$ cat src/rtl/tick_irq_pkg.sv
package tick_irq_pkg;
  // Register decoded by the current bus address.
  typedef enum logic [1:0] {
    ACC_NONE = 2'd0,
    ACC_MASK = 2'd1,
    ACC_FLAG = 2'd2
  } acc_sel_e;
endpackage

$ cat src/rtl/tick_fall_det.sv
module tick_fall_det #(
  parameter int unsigned NUM_SRC = 3
) (
  input  logic               clk,
  input  logic               rst,
  input  logic [NUM_SRC-1:0] tick_i,
  output logic [NUM_SRC-1:0] fall_o
);
  logic [NUM_SRC-1:0] prev_q;

  for (genvar k = 0; k < NUM_SRC; k++) begin : g_src
    always_ff @(posedge clk) begin
      if (rst) prev_q[k] <= 1'b0;
      else     prev_q[k] <= tick_i[k];
    end
    // Edge seen when the stored sample is 1 and the live level is 0.
    assign fall_o[k] = prev_q[k] & ~tick_i[k];
  end
endmodule

$ cat src/rtl/tick_flag_bank.sv
module tick_flag_bank #(
  parameter int unsigned NUM_SRC = 3
) (
  input  logic               clk,
  input  logic               rst,
  input  logic               en_wr,
  input  logic [NUM_SRC-1:0] en_wdata,
  input  logic [NUM_SRC-1:0] clr,
  input  logic [NUM_SRC-1:0] fall,
  output logic [NUM_SRC-1:0] en_q,
  output logic [NUM_SRC-1:0] flag_q,
  output logic               irq_o
);
  logic [NUM_SRC-1:0] flag_d;

  // Set takes priority over clear.
  assign flag_d = (fall & en_q) | (flag_q & ~clr);

  always_ff @(posedge clk) begin
    if (rst) begin
      en_q   <= '0;
      flag_q <= '0;
      irq_o  <= 1'b0;
    end else begin
      if (en_wr) en_q <= en_wdata;
      flag_q <= flag_d;
      irq_o  <= |flag_d;
    end
  end

  for (genvar k = 0; k < NUM_SRC; k++) begin : g_chk
    AST_FLAG_NEEDS_EDGE: assert property (@(posedge clk) disable iff (rst)
      $rose(flag_q[k]) |-> $past(fall[k] & en_q[k]));
    AST_FLAG_STICKY: assert property (@(posedge clk) disable iff (rst)
      (flag_q[k] && !clr[k]) |=> flag_q[k]);
    AST_SET_WINS: assert property (@(posedge clk) disable iff (rst)
      (fall[k] && en_q[k] && clr[k]) |=> flag_q[k]);
  end
endmodule

$ cat src/rtl/tick_reg_if.sv
module tick_reg_if
  import tick_irq_pkg::*;
#(
  parameter int unsigned NUM_SRC   = 3,
  parameter int unsigned DATA_W    = 32,
  parameter int unsigned ADDR_W    = 8,
  parameter int unsigned MASK_ADDR = 0,
  parameter int unsigned FLAG_ADDR = 4
) (
  input  logic               clk,
  input  logic               rst,
  input  logic               bus_sel,
  input  logic               bus_wr,
  input  logic [ADDR_W-1:0]  bus_addr,
  input  logic [DATA_W-1:0]  bus_wdata,
  input  logic [NUM_SRC-1:0] en_q,
  input  logic [NUM_SRC-1:0] flag_q,
  output logic               en_wr,
  output logic [NUM_SRC-1:0] en_wdata,
  output logic [NUM_SRC-1:0] clr,
  output logic [DATA_W-1:0]  rdata_o
);
  acc_sel_e acc;
  logic     wr_hit_flag;
  logic     unused_wdata_hi;

  always_comb begin
    acc = ACC_NONE;
    if (bus_addr == ADDR_W'(MASK_ADDR))      acc = ACC_MASK;
    else if (bus_addr == ADDR_W'(FLAG_ADDR)) acc = ACC_FLAG;
  end

  assign en_wr           = bus_sel & bus_wr & (acc == ACC_MASK);
  assign en_wdata        = bus_wdata[NUM_SRC-1:0];
  assign wr_hit_flag     = bus_sel & bus_wr & (acc == ACC_FLAG);
  assign clr             = {NUM_SRC{wr_hit_flag}} & bus_wdata[NUM_SRC-1:0];
  assign unused_wdata_hi = ^bus_wdata[DATA_W-1:NUM_SRC];

  always_ff @(posedge clk) begin
    if (rst) begin
      rdata_o <= '0;
    end else if (bus_sel && !bus_wr) begin
      case (acc)
        ACC_MASK: rdata_o <= DATA_W'(en_q);
        ACC_FLAG: rdata_o <= DATA_W'(flag_q);
        default:  rdata_o <= '0;
      endcase
    end else begin
      rdata_o <= '0;
    end
  end

  AST_RDATA_UPPER_ZERO: assert property (@(posedge clk) disable iff (rst)
    rdata_o[DATA_W-1:NUM_SRC] == '0);
  AST_RDATA_IDLE: assert property (@(posedge clk) disable iff (rst)
    !bus_sel |=> rdata_o == '0);
endmodule

$ cat src/rtl/tick_irq_unit.sv
module tick_irq_unit #(
  parameter int unsigned NUM_SRC   = 3,
  parameter int unsigned DATA_W    = 32,
  parameter int unsigned ADDR_W    = 8,
  parameter int unsigned MASK_ADDR = 0
) (
  input  logic               clk,
  input  logic               rst,
  input  logic [NUM_SRC-1:0] tick_i,
  input  logic               bus_sel,
  input  logic               bus_wr,
  input  logic [ADDR_W-1:0]  bus_addr,
  input  logic [DATA_W-1:0]  bus_wdata,
  output logic [DATA_W-1:0]  bus_rdata,
  output logic               irq_o
);
  localparam int unsigned FLAG_ADDR = MASK_ADDR + DATA_W / 8;

  logic [NUM_SRC-1:0] fall;
  logic [NUM_SRC-1:0] en_q;
  logic [NUM_SRC-1:0] flag_q;
  logic [NUM_SRC-1:0] en_wdata;
  logic [NUM_SRC-1:0] clr;
  logic               en_wr;

  tick_fall_det #(.NUM_SRC(NUM_SRC)) u_det (
    .clk    (clk),
    .rst    (rst),
    .tick_i (tick_i),
    .fall_o (fall)
  );

  tick_reg_if #(
    .NUM_SRC   (NUM_SRC),
    .DATA_W    (DATA_W),
    .ADDR_W    (ADDR_W),
    .MASK_ADDR (MASK_ADDR),
    .FLAG_ADDR (FLAG_ADDR)
  ) u_regs (
    .clk       (clk),
    .rst       (rst),
    .bus_sel   (bus_sel),
    .bus_wr    (bus_wr),
    .bus_addr  (bus_addr),
    .bus_wdata (bus_wdata),
    .en_q      (en_q),
    .flag_q    (flag_q),
    .en_wr     (en_wr),
    .en_wdata  (en_wdata),
    .clr       (clr),
    .rdata_o   (bus_rdata)
  );

  tick_flag_bank #(.NUM_SRC(NUM_SRC)) u_flags (
    .clk      (clk),
    .rst      (rst),
    .en_wr    (en_wr),
    .en_wdata (en_wdata),
    .clr      (clr),
    .fall     (fall),
    .en_q     (en_q),
    .flag_q   (flag_q),
    .irq_o    (irq_o)
  );

  AST_IRQ_MATCH: assert property (@(posedge clk) disable iff (rst)
    irq_o == (|flag_q));
  AST_IRQ_HOLD: assert property (@(posedge clk) disable iff (rst)
    (irq_o && !bus_sel) |=> irq_o);
endmodule

$ cat config.mk
export PLATFORM = sky130hd
export DESIGN_NAME = tick_irq_unit
export DESIGN_NICKNAME = d
export VERILOG_FILES = /design/src/rtl/tick_irq_pkg.sv /design/src/rtl/tick_fall_det.sv /design/src/rtl/tick_flag_bank.sv /design/src/rtl/tick_reg_if.sv /design/src/rtl/tick_irq_unit.sv
export SDC_FILE = /design/constraint.sdc
export NUM_CORES = 1
export LEC_CHECK = 0
export BUFFER_PORTS_ARGS = -buffer_cell sky130_fd_sc_hd__buf_2
export CAP_MARGIN = 10
export CORE_UTILIZATION = 34
export DETAILED_ROUTE_END_ITERATION = 10
export PLACE_DENSITY_LB_ADDON = 0.25
export SLEW_MARGIN = 20
export SYNTH_ARGS = -nofsm -noshare
export SYNTH_HDL_FRONTEND = slang
export SYNTH_HIERARCHICAL = 1
export SYNTH_SLANG_ARGS = --single-unit
export TNS_END_PERCENT = 20
$ cat constraint.sdc
create_clock -name clk -period 2.2 [get_ports clk]
set_input_delay 0.33 -clock clk [delete_from_list [all_inputs] [get_ports clk]]
set_output_delay 0.33 -clock clk [all_outputs]
set_load 0.01 [all_outputs]
== After elaboration in Yosys (flattened, before gate mapping) ==
Index checks and enable logic that the tools add are counted.

* Equality and inequality tests: 3
* Muxes and demuxes: 3
* Bitwise logic cells: 15
* Reductions and logical operators: 5

{| class="wikitable"
|+ Operator list
! kind !! number
|-
| 3-bit AND || 3
|-
| 8-bit by 3-bit == test with 1-bit output (second input constant) || 1
|-
| 8-bit logical NOT || 1
|-
| 1-bit AND || 6
|-
| 3-bit case mux with 2 select lines || 1
|-
| 2-bit 2-to-1 mux || 2
|-
| 1-bit NOT || 4
|-
| 3-bit NOT || 1
|-
| 3-bit OR || 1
|-
| 3-bit OR reduction || 1
|-
| 2-bit by 1-bit == test with 1-bit output (second input constant) || 1
|-
| 2-bit == test (second input constant) || 1
|-
| 2-bit OR reduction || 1
|-
| 1-bit logical AND || 1
|-
| 1-bit logical NOT || 1
|}

* Flip-flop bits (word level): 42
* Input bits: 47
* Output and inout port bits: 33
* Word-level logic and storage cells: 33

== Logic depth before layout (Yosys ltp) ==
Gate-level depths: netlist of run 1.

* Depth after elaboration: 10
* Mapped depth: 6

== By module ==
Netlist of run 1, hierarchy kept.

{| class="wikitable"
|+ Modules (own cells, without submodules)
! module !! instances !! cells an instance !! area each (µm²)
|-
| tick_reg_if || 1 || 56 || 435.4
|-
| tick_flag_bank || 1 || 23 || 232.7
|-
| tick_fall_det || 1 || 9 || 105.1
|}

== Worst setup path before layout of run 1 ==
OpenSTA, ideal clock, no wires.

* Kind: in2reg
* Start point: in bus_addr[1]
* End point: reg u_flags.en_q[0]
* Arrival time: 1.824 ns
* Required time: 2.086 ns
* Slack: 0.262 ns
* Cell stages on the path: 4
* Path through: or4b_2 > nor4_1 > mux2i_1 > nor2_1

* Word-level cells in the longest chain between the ends: 5
* Elaborated cells on any way between the ends: 6
* Classes of those cells: eq/ne (2); mux (2); bitwise (1); reduce/logical (1)

{| class="wikitable"
|+ Ends and longest elaborated chain
! what !! RTL line !! RTL
|-
| start: declaration || tick_irq_unit.sv:12 || <nowiki>input logic [ADDR_W-1:0] bus_addr,</nowiki>
|-
| 8-bit by 3-bit == test with 1-bit output || tick_reg_if.sv:30 || <nowiki>else if (bus_addr == ADDR_W'(FLAG_ADDR)) acc = ACC_FLAG;</nowiki>
|-
| 2-bit 2-to-1 mux || tick_reg_if.sv:30 ||
|-
| 2-bit 2-to-1 mux (*) || tick_reg_if.sv:29 || <nowiki>if (bus_addr == ADDR_W'(MASK_ADDR)) acc = ACC_MASK;</nowiki>
|-
| 2-bit by 1-bit == test with 1-bit output (*) || tick_reg_if.sv:33 || <nowiki>assign en_wr = bus_sel & bus_wr & (acc == ACC_MASK);</nowiki>
|-
| 1-bit AND (*) || tick_reg_if.sv:33 ||
|-
| via en_wr || tick_irq_unit.sv:24 || <nowiki>logic en_wr;</nowiki>
|-
| end signal: assignment || tick_flag_bank.sv:25 || <nowiki>if (en_wr) en_q <= en_wdata;</nowiki>
|-
| end: declaration || tick_flag_bank.sv:10 || <nowiki>output logic [NUM_SRC-1:0] en_q,</nowiki>
|}

Mark *: on every way through the listed nets, which the timed path passes. The rest lies on a longest branch.
A chain may end at the register's enable or synchronous reset.

== Worst setup path after layout of run 1 ==
* Start point: in bus_addr[1]
* End point: reg u_flags.irq_o

* Word-level cells in the longest chain between the ends: 10
* Elaborated cells on any way between the ends: 11
* Classes of those cells: eq/ne (2); mux (2); bitwise (5); reduce/logical (2)

{| class="wikitable"
|+ Ends and longest elaborated chain
! what !! RTL line !! RTL
|-
| 8-bit by 3-bit == test with 1-bit output || tick_reg_if.sv:30 ||
|-
| 2-bit 2-to-1 mux || tick_reg_if.sv:30 ||
|-
| 2-bit 2-to-1 mux (*) || tick_reg_if.sv:29 ||
|-
| 2-bit == test (*) || tick_reg_if.sv:35 || <nowiki>assign wr_hit_flag = bus_sel & bus_wr & (acc == ACC_FLAG);</nowiki>
|-
| 1-bit AND (*) || tick_reg_if.sv:35 ||
|-
| 3-bit AND (*) || tick_reg_if.sv:36 || <nowiki>assign clr = {NUM_SRC{wr_hit_flag}} & bus_wdata[NUM_SRC-1:0];</nowiki>
|-
| via clr[1] || tick_irq_unit.sv:23 || <nowiki>logic [NUM_SRC-1:0] clr;</nowiki>
|-
| 3-bit NOT (*) || tick_flag_bank.sv:17 || <nowiki>assign flag_d = (fall & en_q) | (flag_q & ~clr);</nowiki>
|-
| 3-bit AND (*) || tick_flag_bank.sv:17 ||
|-
| 3-bit OR (*) || tick_flag_bank.sv:17 ||
|-
| 3-bit OR reduction (*) || tick_flag_bank.sv:27 || <nowiki>irq_o <= |flag_d;</nowiki>
|-
| end signal: assignment || tick_flag_bank.sv:27 ||
|-
| end: declaration || tick_flag_bank.sv:12 || <nowiki>output logic irq_o</nowiki>
|}

Marked as above.

==> results of run 1 <==
sequential cells by signal, summed over array words and instances (netlist names):
| register | flops |
|---|---|
| u_flags/flag_q | 3 |
| u_regs/rdata_o | 3 |
| u_det/prev_q | 3 |
| u_flags/en_q | 3 |
| u_flags/irq_o | 1 |
per-stage QoR:
step / hold slack, ns / setup slack [ns] / cells / power [mW] / instance area [µm²]
6_report: 0.276 / 0.464 / 135 / 0.434 / 802
5_1_grt: 0.267 / 0.321 / 135 / 0.465 / 802
4_1_cts: 0.273 / 0.453 / 135 / 0.439 / 802
3_5_place_dp: 0.487 / 0.177 / 131 / 0.298 / 776
3_3_place_gp: 0.482 / 0.179 / 131 / 0.298 / 776
2_1_floorplan: 0.402 / 0.262 / 116 / 0.321 / 878
critical path, cell delays in order:
cell	delay, ns
buf_2	0.10
or4b_2	0.72
nor3_1	0.19
nand2b_1	0.13
a21oi_1	0.07
or3_1	0.36
worst paths after layout:
kind,from,endpoint,depth (start not counted)
worst max-delay path,bus_addr[1],u_flags/irq_o$_SDFF_PP0_,6
worst min-delay path,tick_i[0],u_det/prev_q[0]$_SDFF_PP0_,2
worst max register to register,u_det/prev_q[1]$_SDFF_PP0_,u_flags/irq_o$_SDFF_PP0_,4
worst min register to register,u_flags/flag_q[0]$_SDFF_PP0_,u_flags/flag_q[0]$_SDFF_PP0_,2
layer usage:
metal	GRT usage [%]	vias to the layer above	routed length (µm)
li1	-	269	-
met1	12.8	222	455
met2	15.1	31	516
met3	5.56	0	100
met4	1.43	0	0
met5	0	-	0
cell usage in the layout (no fill, tap or decap), types with 4 or more instances in the layout:
cell	instances
nor4_1	4
dfxtp_1	13
mux2i_1	6
conb_1	29
buf_2	21
cell families (layout without fill, tap and decap cells):
kind of cell,after synthesis,in the layout
AO/OA/AOI/OAI,3,3
flip-flops,13,13
other,1,29
multiplexers,6,6
AND/OR/NAND/NOR,30,30
buffers and inverters,35,27
area by class of cell:
cell class                 count  area share (%)
multi-input combinational     68            45.6
sequential                    13            32.4
timing repair buffer          22            14.0
tap                           27            4.21
clock buffer                   4            3.28
inverter                       1           0.468
power by group through the flow:
stage | logic [mW] | clock network [mW] | registers, mW
after floorplan | 0.0769 | 0 | 0.244
after global placement | 0.0540 | 0 | 0.244
after detailed placement | 0.0544 | 0 | 0.244
after CTS | 0.0545 | 0.146 | 0.238
after global routing | 0.0622 | 0.164 | 0.239
final | 0.0550 | 0.140 | 0.238
synth_stat cells:
cell	count
a21oi_1	3
and2b_2	3
buf_4	32
clkbuf_1	1
clkbuf_2	1
conb_1	1
dfxtp_1	13
inv_1	1
mux2i_1	6
nand2_1	3
nand2b_1	3
nand3_1	3
nor2_1	3
nor2b_1	3
nor3_1	3
nor4_1	4
or2_2	1
or3_1	1
or4_1	1
or4b_1	1
or4b_2	1
==> metrics.yaml, run 1 <==
switching_power_mw: 0.107
combPwrFrac_pct: 12.7
die_h_um: 49.7
drive_gt1_share_pct: 27.8
synth_adder_area_share_pct: 0
coreArea_um2: 2040
syn2layout_area_growth_pct: 3.72
power_frac_clock_pct: 32.3
synthXorXnorAreaFrac_pct: 0
drc: 0
cts_buffers: 3
hold_viol_final: 0
cts-root-buf: "clkbuf_4"
slew_violations: 0
dieArea_um2: 2470
ys_warn_count: 6
syn_inst: 88
cts-htree-levels: 1
synth_cell_type_count: 21
synth_top_cell_area_share_pct: 33.7
firstDrtPassIters: 4
fill_cells: 225
ctsHoldBuffers: 0
overflow: 0
seqPwrFrac_pct: 55.0
tns_ns: 0
max_freq_mhz: 576
start_util_pct: 37.9
io_pins: 80
rrSetupSlack_ns: 1.12
grt_pass1_wl_mm: 1.90
grt_pass1_vias: 447
vias: 522
drt_iter0_markers: 10
clk_pin_slew_ns: 0.07
synth_top_family_by_area: "buffers and inverters"
clockBufferDepth: 2
gp_congestion: 0.751
synth_seq_cells: 13
insertion_delay_ns: 0.27
antenna_found_initial: 0
synth_area_leader_cell: "dfxtp_1"
num-nets-final: 156
cts_tree: "yes"
cts_resized: 0
worstSetupPathType: "in2reg"
min_period_ns: 1.74
rows: 16
rsz0062_at_grt: "no"
port_buffers: 21
internal-power_mw: 0.326
vias_per_cell: 3.87
cp-start-kind: "input pin"
wl_per_cell_um: 7.95
dp_hpwl_um: 884
grt_max_degree: 11
yosys-top-cells-area: "dfxtp_1, buf_4, mux2i_1, and2b_2, nor4_1"
switching_share_pct: 24.8
worst_clock_skew_ns: 0.00129
peakVddDrop_v: 0.000418
arrival_ns: 1.89
endpoint_kind: "register"
seq_area_um2: 260
cellPowerDensity_nw_per_um2: 541
worst-endpoint-required_ns: 2.36
finalSetupViolCount: 0
cts_sinks: 13
synth_mux_area_share_pct: 7.77
track_usage_pct: 10.0
seq_area_frac_synth_pct: 33.7
post_synth.cell_area_avg_um2: 8.79
status: "completed"
synth_area_um2: 773
antenna_left: 0
p_leak_nw: 0.385
drv_cap: 0
min_period_over_period_pct: 78.9
yosys.area_share.simple_pct: 23.5
multi_input_area_um2: 365
cp_max_fo: 4
wl_mm: 1.07
min_path_type: "in2reg"
diodes: 0
synth_compound_area_share_pct: 1.94
die_x_um: 49.7
fin_util_pct: 39.3
cts_setup_buffers: 0
No activity file was read; power rests on OpenSTA's default activity.
==> run 2, diff against run 1 <==
==> constraint.sdc (replaced) <==
create_clock -name clk -period 1.8 [get_ports clk]
set_input_delay 0.27 -clock clk [delete_from_list [all_inputs] [get_ports clk]]
set_output_delay 0.27 -clock clk [all_outputs]
set_load 0.01 [all_outputs]
==> run 2 against run 1 <==
Net effect:
- sequential cell count did not move
- register-to-register slack got worse by 0.39 ns
- clock-buffer cell count did not move
- cell area rose by 1.7%
- combinational power rose by 26%
- critical endpoint unchanged
==> metrics.yaml, run 2 (synthesized netlist as in run 1, its figures left out) <==
status: "completed"  # unchanged
whs_ns: 0.220  # was 0.276 ns
cts_sinks: 13  # unchanged
cellPowerDensity_nw_per_um2: 653  # was 541 nW/µm²
drive_gt1_share_pct: 29.4  # was 27.8%
met1_length_um: 475  # was 455 µm
drv_cap: 0  # unchanged
grt_pass1_wl_mm: 1.79  # was 1.90 mm
antenna_left: 0  # unchanged
total_power_mw: 0.533  # was 0.434 mW
cts-root-buf: "clkbuf_4"  # unchanged
antenna_found_initial: 0  # unchanged
firstDrtPassIters: 1  # was 4
coreArea_um2: 2040  # unchanged
finalNonFillerCells: 136  # was 135
track_usage_pct: 9.59  # was 10.0%
min-delay-start: "tick_i[2]"  # was tick_i[0]
dieArea_um2: 2470  # unchanged
hold_viol_final: 0  # unchanged
dp.cells: 132  # was 131
worstRegToRegCells: 4  # unchanged
mostFrequentLayoutCell: "conb_1"  # unchanged
grt_pass1_vias: 452  # was 447
r2r-end: "u_flags/irq_o$_SDFF_PP0_"  # unchanged
most-common-layout-cells: "conb_1, buf_2, dfxtp_1"  # unchanged
min_to: "u_det/prev_q[2]$_SDFF_PP0_"  # was u_det/prev_q[0]$_SDFF_PP0_
cts_resized: 0  # unchanged
rsz0062_at_grt: "no"  # unchanged
min_period_ns: 1.69
multi_input_area_um2: 372  # was 365 µm²
syn2layout_area_growth_pct: 5.50  # was 3.72%
cp-start-kind: "input pin"  # unchanged
min_period_over_period_pct: 93.9
wl_met2_um: 544  # was 516 µm
post_dp_cell_area_um2: 790  # was 776 µm²
cts-htree-levels: 1  # unchanged
cp_max_fo: 4  # unchanged
overflow: 0  # unchanged
grt_max_degree: 11  # unchanged
p_leak_nw: 0.390  # was 0.385 nW
finalSetupViolCount: 0  # unchanged
gp_congestion: 0.750  # was 0.751
diodes: 0  # unchanged
peakVddDrop_v: 0.000437  # was 0.000418 V
num-nets-final: 157  # was 156
fin_area_um2: 816  # was 802 µm²
dp_hpwl_um: 937  # was 884 µm
drc: 0  # unchanged
cts_setup_buffers: 0  # unchanged
hold_depth: 2  # unchanged
drt_iter0_markers: 0  # was 10
clk_pin_slew_ns: 0.07  # about the same
place_ws_ns: -0.177  # was 0.177 ns
worst_clock_skew_ns: 0.00149  # was 0.00129 ns
io_pins: 80  # unchanged
layout_setup_ws_ns: 0.110  # was 0.464 ns
clockBufferDepth: 2  # unchanged
cts_tree: "yes"  # unchanged
r2r_start: "u_det/prev_q[1]$_SDFF_PP0_"  # unchanged
die_h_um: 49.7  # unchanged
die_x_um: 49.7  # unchanged
max_freq_mhz: 592
wl_met3_um: 94  # was 100 µm
start_util_pct: 37.9  # unchanged
slew_violations: 0  # unchanged
fin_util_pct: 40.0  # was 39.3%
vias: 541  # was 522
port_buffers: 21  # unchanged
cts_buffers: 3  # unchanged
wl_per_cell_um: 8.20  # was 7.95 µm
insertion_delay_ns: 0.27  # about the same
rows: 16  # unchanged
top_layer: "met3"  # unchanged
rrSetupSlack_ns: 0.73  # was 1.12 ns
endpoint_kind: "register"  # unchanged
wl_mm: 1.12  # was 1.07 mm
min_path_type: "in2reg"  # unchanged
seq_area_um2: 260  # unchanged
vias_per_cell: 3.98  # was 3.87
worst-endpoint-required_ns: 1.96  # was 2.36 ns
ctsHoldBuffers: 0  # unchanged
worstSetupPathType: "in2reg"  # unchanged
arrival_ns: 1.85  # was 1.89 ns
tns_ns: 0  # unchanged
fill_cells: 228  # was 225
run 2: changes by cell type in the layout (fill, tap and decap cells not counted):
| cell | previous run | this run |
|---|---|---|
| buf_4 | 1 | 2 |
| nor4_1 | 4 | 3 |
| nor4_2 | 0 | 1 |
run 2: where the power goes:
group	total [mW]	internal, mW	switching (mW)	leakage [nW]
clock network	0.172	0.0858	0.0860	0.0150
logic	0.0691	0.0227	0.0464	0.269
registers	0.292	0.291	0.000670	0.106
run 2: metal layers:
metal  up-vias  track usage, %
li1        273               -
met1       240            10.5
met2        28            16.2
met3         0            6.17
met4         0           0.476
met5         -               0
run 2: worst max-delay path by stage:
stage / startpoint / endpoint
floorplan: bus_addr[1] / u_flags/irq_o$_SDFF_PP0_
detailed placement: bus_addr[1] / u_flags/irq_o$_SDFF_PP0_
global placement: bus_addr[1] / u_flags/irq_o$_SDFF_PP0_
finish: bus_addr[1] / u_flags/irq_o$_SDFF_PP0_
global route: bus_addr[1] / u_flags/irq_o$_SDFF_PP0_
CTS: bus_addr[1] / u_flags/irq_o$_SDFF_PP0_
run 2: cell type report:
cell class,count,area share (%)
Timing Repair Buffer,23,14.7
Sequential cell,13,31.9
Inverter,1,0.460
Multi-Input combinational cell,68,45.6
Clock buffer,4,3.22
Tap cell,27,4.14
run 2: worst max-delay path, cell delays in order:
cell and delay [ns]:
buf_2 0.10, or4b_2 0.74, nor3_1 0.19, nand2b_1 0.12, a21oi_1 0.07, or3_1 0.36
